`src/rtl/i2c_pkt_master.sv`:
```
module i2c_pkt_master #(
  parameter int LEN_W = 12
) (
  input  logic        clk,
  input  logic        rst_n,
  input  logic [31:0] tx_data,
  input  logic        tx_valid,
  output logic        tx_pop,
  output logic [31:0] rx_data,
  output logic        rx_push,
  input  logic        rx_full,
  output logic        cmd_valid,
  output logic [2:0]  cmd_op,
  output logic [7:0]  cmd_byte,
  input  logic        cmd_done,
  input  logic        rsp_ack,
  input  logic        rsp_arb,
  input  logic [7:0]  rsp_byte,
  output logic        evt_done,
  output logic        evt_nack,
  output logic        evt_arb
);
  localparam logic [2:0] OP_START = 3'd1, OP_RSTART = 3'd2, OP_WR = 3'd3,
                         OP_RD = 3'd4, OP_STOP = 3'd5;

  typedef enum logic [3:0] {S_H0, S_H1, S_H2, S_START, S_ADR1, S_ADR2,
                            S_LOAD, S_WR, S_RD, S_PUSH, S_FIN} st_t;
  st_t st;

  logic [LEN_W-1:0] rem;
  logic [1:0]  bidx;
  logic [31:0] wbuf, acc;
  logic [9:0]  addr;
  logic f_cont, f_rs, f_ie, f_ten, f_rd, f_cnak;
  logic kill, skip_start, skip_addr;
  logic unused_hdr;

  wire fin_silent = (st == S_FIN) && f_cont && !kill;
  wire hs         = cmd_valid && cmd_done;
  wire nak        = hs && !rsp_ack && (cmd_op == OP_WR);
  wire abort_nak  = nak && !f_cnak;
  wire last       = (rem == '0);

  assign unused_hdr = ^tx_data;
  assign tx_pop  = tx_valid && (st == S_H0 || st == S_H1 || st == S_H2 || st == S_LOAD);
  assign rx_push = (st == S_PUSH) && !rx_full;
  assign rx_data = acc;
  assign cmd_valid = (st == S_START || st == S_ADR1 || st == S_ADR2 || st == S_WR ||
                      st == S_RD || (st == S_FIN && !fin_silent));

  always_comb begin
    cmd_op   = 3'd0;
    cmd_byte = 8'h00;
    case (st)
      S_START: cmd_op = OP_START;
      S_ADR1: begin
        cmd_op   = OP_WR;
        cmd_byte = f_ten ? {5'b11110, addr[9:8], f_rd} : {addr[7:1], f_rd};
      end
      S_ADR2: begin
        cmd_op   = OP_WR;
        cmd_byte = addr[7:0];
      end
      S_WR: begin
        cmd_op   = OP_WR;
        cmd_byte = wbuf[{bidx, 3'b000} +: 8];
      end
      S_RD: begin
        cmd_op   = OP_RD;
        cmd_byte = {7'b0, last};
      end
      S_FIN: cmd_op = (!kill && f_rs) ? OP_RSTART : OP_STOP;
      default: ;
    endcase
  end

  always_ff @(posedge clk) begin
    if (!rst_n) begin
      st <= S_H0;
      rem <= '0; bidx <= '0; wbuf <= '0; acc <= '0; addr <= '0;
      f_cont <= 1'b0; f_rs <= 1'b0; f_ie <= 1'b0; f_ten <= 1'b0; f_rd <= 1'b0; f_cnak <= 1'b0;
      kill <= 1'b0; skip_start <= 1'b0; skip_addr <= 1'b0;
      evt_done <= 1'b0; evt_nack <= 1'b0; evt_arb <= 1'b0;
    end else begin
      evt_done <= 1'b0;
      evt_nack <= 1'b0;
      evt_arb  <= 1'b0;
      if (hs && rsp_arb) begin
        evt_arb    <= 1'b1;
        st         <= S_H0;
        skip_start <= 1'b0;
        skip_addr  <= 1'b0;
      end else begin
        if (nak) evt_nack <= 1'b1;
        case (st)
          S_H0: if (tx_valid) st <= S_H1;
          S_H1: if (tx_valid) begin
            rem <= tx_data[LEN_W-1:0];
            st  <= S_H2;
          end
          S_H2: if (tx_valid) begin
            f_cont <= tx_data[15];
            f_rs   <= tx_data[16];
            f_ie   <= tx_data[17];
            f_ten  <= tx_data[18];
            f_rd   <= tx_data[19];
            f_cnak <= tx_data[21];
            addr   <= tx_data[9:0];
            kill <= 1'b0; bidx <= '0; acc <= '0;
            skip_start <= 1'b0; skip_addr <= 1'b0;
            if (skip_addr)       st <= tx_data[19] ? S_RD : S_LOAD;
            else if (skip_start) st <= S_ADR1;
            else                 st <= S_START;
          end
          S_START: if (hs) st <= S_ADR1;
          S_ADR1, S_ADR2: if (hs) begin
            if (abort_nak) begin
              kill <= 1'b1;
              st   <= S_FIN;
            end else if (st == S_ADR1 && f_ten) st <= S_ADR2;
            else st <= f_rd ? S_RD : S_LOAD;
          end
          S_LOAD: if (tx_valid) begin
            wbuf <= tx_data;
            st   <= S_WR;
          end
          S_WR: if (hs) begin
            if (abort_nak) begin
              kill <= 1'b1;
              st   <= S_FIN;
            end else if (last) begin
              evt_done <= f_ie;
              st       <= S_FIN;
            end else begin
              rem  <= rem - 1'b1;
              bidx <= bidx + 2'd1;
              st   <= (bidx == 2'd3) ? S_LOAD : S_WR;
            end
          end
          S_RD: if (hs) begin
            acc[{bidx, 3'b000} +: 8] <= rsp_byte;
            if (last || bidx == 2'd3) st <= S_PUSH;
            else begin
              rem  <= rem - 1'b1;
              bidx <= bidx + 2'd1;
            end
          end
          S_PUSH: if (!rx_full) begin
            acc  <= '0;
            bidx <= '0;
            if (last) begin
              evt_done <= f_ie;
              st       <= S_FIN;
            end else begin
              rem <= rem - 1'b1;
              st  <= S_RD;
            end
          end
          S_FIN: begin
            if (fin_silent) begin
              skip_addr <= 1'b1;
              st        <= S_H0;
            end else if (hs) begin
              skip_start <= !kill && f_rs;
              st         <= S_H0;
            end
          end
          default: st <= S_H0;
        endcase
      end
    end
  end
endmodule

```
`config.mk`:
```
export PLATFORM = sky130hd
export DESIGN_NAME = i2c_pkt_master
export DESIGN_NICKNAME = d
export VERILOG_FILES = /design/src/rtl/i2c_pkt_master.sv
export SDC_FILE = /design/constraint.sdc
export NUM_CORES = 1
export LEC_CHECK = 0
export ABC_CLOCK_PERIOD_IN_PS = 4700
export BUFFER_PORTS_ARGS = -buffer_cell sky130_fd_sc_hd__buf_2
export CORE_ASPECT_RATIO = 1.75
export CORE_MARGIN = 4
export CORE_UTILIZATION = 57
export DETAILED_ROUTE_END_ITERATION = 8
export PLACE_DENSITY = 0.93
export SLEW_MARGIN = 20
export SYNTH_ARGS = -nofsm -noshare
export SYNTH_HDL_FRONTEND = slang
export SYNTH_SLANG_ARGS = --single-unit
```
`constraint.sdc`:
```
create_clock -name clk -period 4.7 [get_ports clk]
set_input_delay 0.47 -clock clk [delete_from_list [all_inputs] [get_ports clk]]
set_output_delay 0.47 -clock clk [all_outputs]
set_load 0.01 [all_outputs]
```
==> run_results.csv <==
group,metric,value,unit
synth,synth_enable_flop_cells,0,
setup_path,cp.buffers_inverters,2,
synth,ys_async_sr_fraction,0,%
setup_path,required,4230,ps
synth,yosysWarnings,0,
floorplanning,fp-row-count,45,
final_layout,finalNonFillerCells,814,
synth,synth_cell_types,69,
setup_path,cp_max_fo,5,
setup_path,end_kind,"output pin",
flow_run,drv_cap,0,
route,ant_nets,0,
route,wl_met3,920,um
floorplanning,dieArea,10500,um^2
synth,synth-seq-cells,104,
power_and_ir_drop,p_int,1.49,mW
sta,holdWs,350,ps
synth,synth_fp_nets,679,
setup_path,critPathTopFamily,"simple AND/OR/NAND/NOR gates",
route,drtIter0Drc,429,
cts,ctsResizeCount,0,
power_and_ir_drop,swShare,24.7,%
cts,cts_max_path_buffers,2,
final_layout,final_common_cell,"nand2_1",
sta,maxSlewViolCount,0,
global_route,overflow,0,
placement,dp_cells,798,
route,drc,0,
power_and_ir_drop,p_leak,2.21,nW
sta,relSlewSlack,40.1,%
sta,setup_viol,0,
cts,cts_hold_buf,0,
floorplanning,pin_count,96,
synth,synth_ff_type,"dfxtp_1",
power_and_ir_drop,clkPwrFrac,44.3,%
cts,cts_buffers,9,
sta,fin_crit,3090,ps
route,finalWirelength,14.4,mm
final_layout,layout_common_cells,"nand2_1 (150), dfxtp_1 (104), buf_2 (95)",
sta,fmax,324,MHz
route,vias_per_cell,6.17,
floorplanning,die_y,133,um
synth,avgSynthCellArea,8.06,um^2
setup_path,slowest_stage,"nor4b_1",
placement,dp_hpwl,10.4,mm
sta,worst_pin_slew,886,ps
synth,synth_area,5050,um^2
placement,gp_congestion,0.975,
placement,dpl_cell_area,5510,um^2
setup_path,worstPathArrival,2620,ps
worst_hold_path,min_path_type,"primary input to flop",
cts,clock_sink_count,104,
global_route,grt_antenna_before_repair,0,
route,met2_length,7.42,mm
floorplanning,chipWidth,79.2,um
setup_path,reg2reg_from,"st[0]",
global_route,grt_pass1_vias,4855,
power_and_ir_drop,seqPwrFrac,46.3,%
global_route,grtUsageTotal,27.2,%
floorplanning,coreArea,8670,um^2
sta,final_hold_viol_count,0,
sta,final.setup.tns,0,ps
route,first_pass_iters,5,
setup_path,critPathLaunchType,"flop",
sta,finalClockSkew,6.52,ps
synth,ys_seq_area_share,41.2,%
final_layout,stdcell_area,5860,um^2
global_route,grt_pass1_wl,22.7,mm
cts,clock_latency,350,ps
placement,numPortBuffers,95,
cts,cts_tree,"done",
sta,rsz0062_at_grt,"false",
sta,fin_crit_sh,65.8,%
setup_path,critical-path-max-stage-delay,750,ps
route,route.vias.total,5021,
cts,clk_pin_slew_worst_paths,70,ps
run_status,status,"completed",
worst_hold_path,min_from,"tx_data[27]",
floorplanning,start_util,58.3,%
cts,h-tree-depth,3,
cts,post_cts_buffers,0,
power_and_ir_drop,peakVddDrop,256,uV
power_and_ir_drop,combPwrFrac,9.5,%
route,m1WireLength,5.01,mm
route,routedWlPerCell,17.7,um
final_layout,drive_gt1_share,20.5,%
setup_path,crit_chain,"inv_1 > ha_1 > nor4b_1 > nand3_1 > o22ai_1 > buf_2",
cts,clockRootBuffer,"clkbuf_16",
route,top_layer_used,"met4",
power_and_ir_drop,power_per_cell_area,338,nW/um^2
power_and_ir_drop,switchingPower,489,uW
final_layout,n_antenna_cell,0,
final_layout,syn_to_final_growth,16.0,%
final_layout,nFillCells,725,
final_layout,final_core_util,67.6,%
setup_path,crit_start,"rem[0]",
setup_path,crit_type,"flop to output pin",
synth,syn_inst,627,
global_route,grt_max_degree,62,
final_layout,layout.nets,744,
-- path summary, 6_finish.rpt --
check | cells past startpoint | slack [ps] | to
setup / recovery | 6 | 1610 | cmd_byte[0]
hold / removal | 3 | 350 | wbuf[27]
setup reg to reg | 6 | 1660 | rem[1]
hold reg to reg | 2 | 460 | wbuf[1]
-- kinds of logic after synthesis --
kind of cell | after synthesis | synth area share (%)
compound gates | 172 | 21.7
xor+xnor | 1 | 0.173
fa+ha+maj | 5 | 1.24
buf+inv | 54 | 4.63
flops | 104 | 41.2
mux | 14 | 5.03
simple gates | 277 | 26.0
-- cells in the mapped netlist (all sizes together), types with 2 or more instances --
cell type,n,share of area (%)
o31ai,28,4.2
mux2i,5,1.2
nand4b,2,0.35
and3,2,0.25
nand3b,5,0.82
nor2,34,2.5
buf,18,2.0
o21ai,34,3.6
a21oi,72,7.1
a22o,5,0.87
o211ai,4,0.59
nand3,28,2.8
and3b,2,0.35
nor4b,3,0.52
nor4,3,0.50
a22oi,3,0.45
nand4,11,1.5
mux4,8,3.6
and4,2,0.35
dfxtp,104,41
ha,5,1.2
clkbuf,28,2.1
inv,7,0.52
o32ai,4,0.84
nor2b,9,1.1
nand2,150,11
o22ai,2,0.25
a31oi,4,0.50
nand2b,7,0.87
nor3,7,0.79
a21o,2,0.30
nor3b,3,0.64
-- power groups by stage --
stage	combinational, mW	clock (mW)	sequential, mW
2_1_floorplan	0.136	0	0.922
3_3_place_gp	0.177	0	0.934
3_5_place_dp	0.182	0	0.936
4_1_cts	0.184	0.879	0.916
5_1_grt	0.204	0.915	0.918
6_report	0.188	0.877	0.916
-- worst min-delay path, stage by stage --
cell and delay, ps:
buf_2 90, nand2_1 40, a21oi_1 50
-- layer usage --
metal | GRT usage (%) | up-vias
li1 | - | 2366
met1 | 28.1 | 2309
met5 | 0 | -
met4 | 19.9 | 0
met3 | 4.43 | 72
met2 | 48.1 | 274
-- through the flow --
step / power [mW] / setup WS (ps)
after global routing: 2.04 / 1430
after CTS: 1.98 / 1670
after floorplan: 1.06 / 2600
after detailed placement: 1.12 / 1790
final: 1.98 / 1610
after global placement: 1.11 / 1910
-- area by class of cell --
type | count | area, um^2 | area share, %
Clock buffer | 10 | 239 | 4.08
Multi-Input combinational cell | 469 | 2740 | 46.7
Timing Repair Buffer | 100 | 513 | 8.75
Clock inverter | 6 | 114 | 1.94
Tap cell | 117 | 146 | 2.50
Inverter | 8 | 30.0 | 0.512
Sequential cell | 104 | 2080 | 35.5
-- sequential cells by signal (all words and copies together), names as in the netlist --
signal	flops
skip_start	1
evt_nack	1
f_rd	1
bidx	2
rem	12
rx_data	32
skip_addr	1
f_rs	1
f_cnak	1
evt_done	1
evt_arb	1
f_ten	1
f_ie	1
kill	1
st	4
wbuf	32
f_cont	1
addr	10
Power figures use the tool's default switching activity.
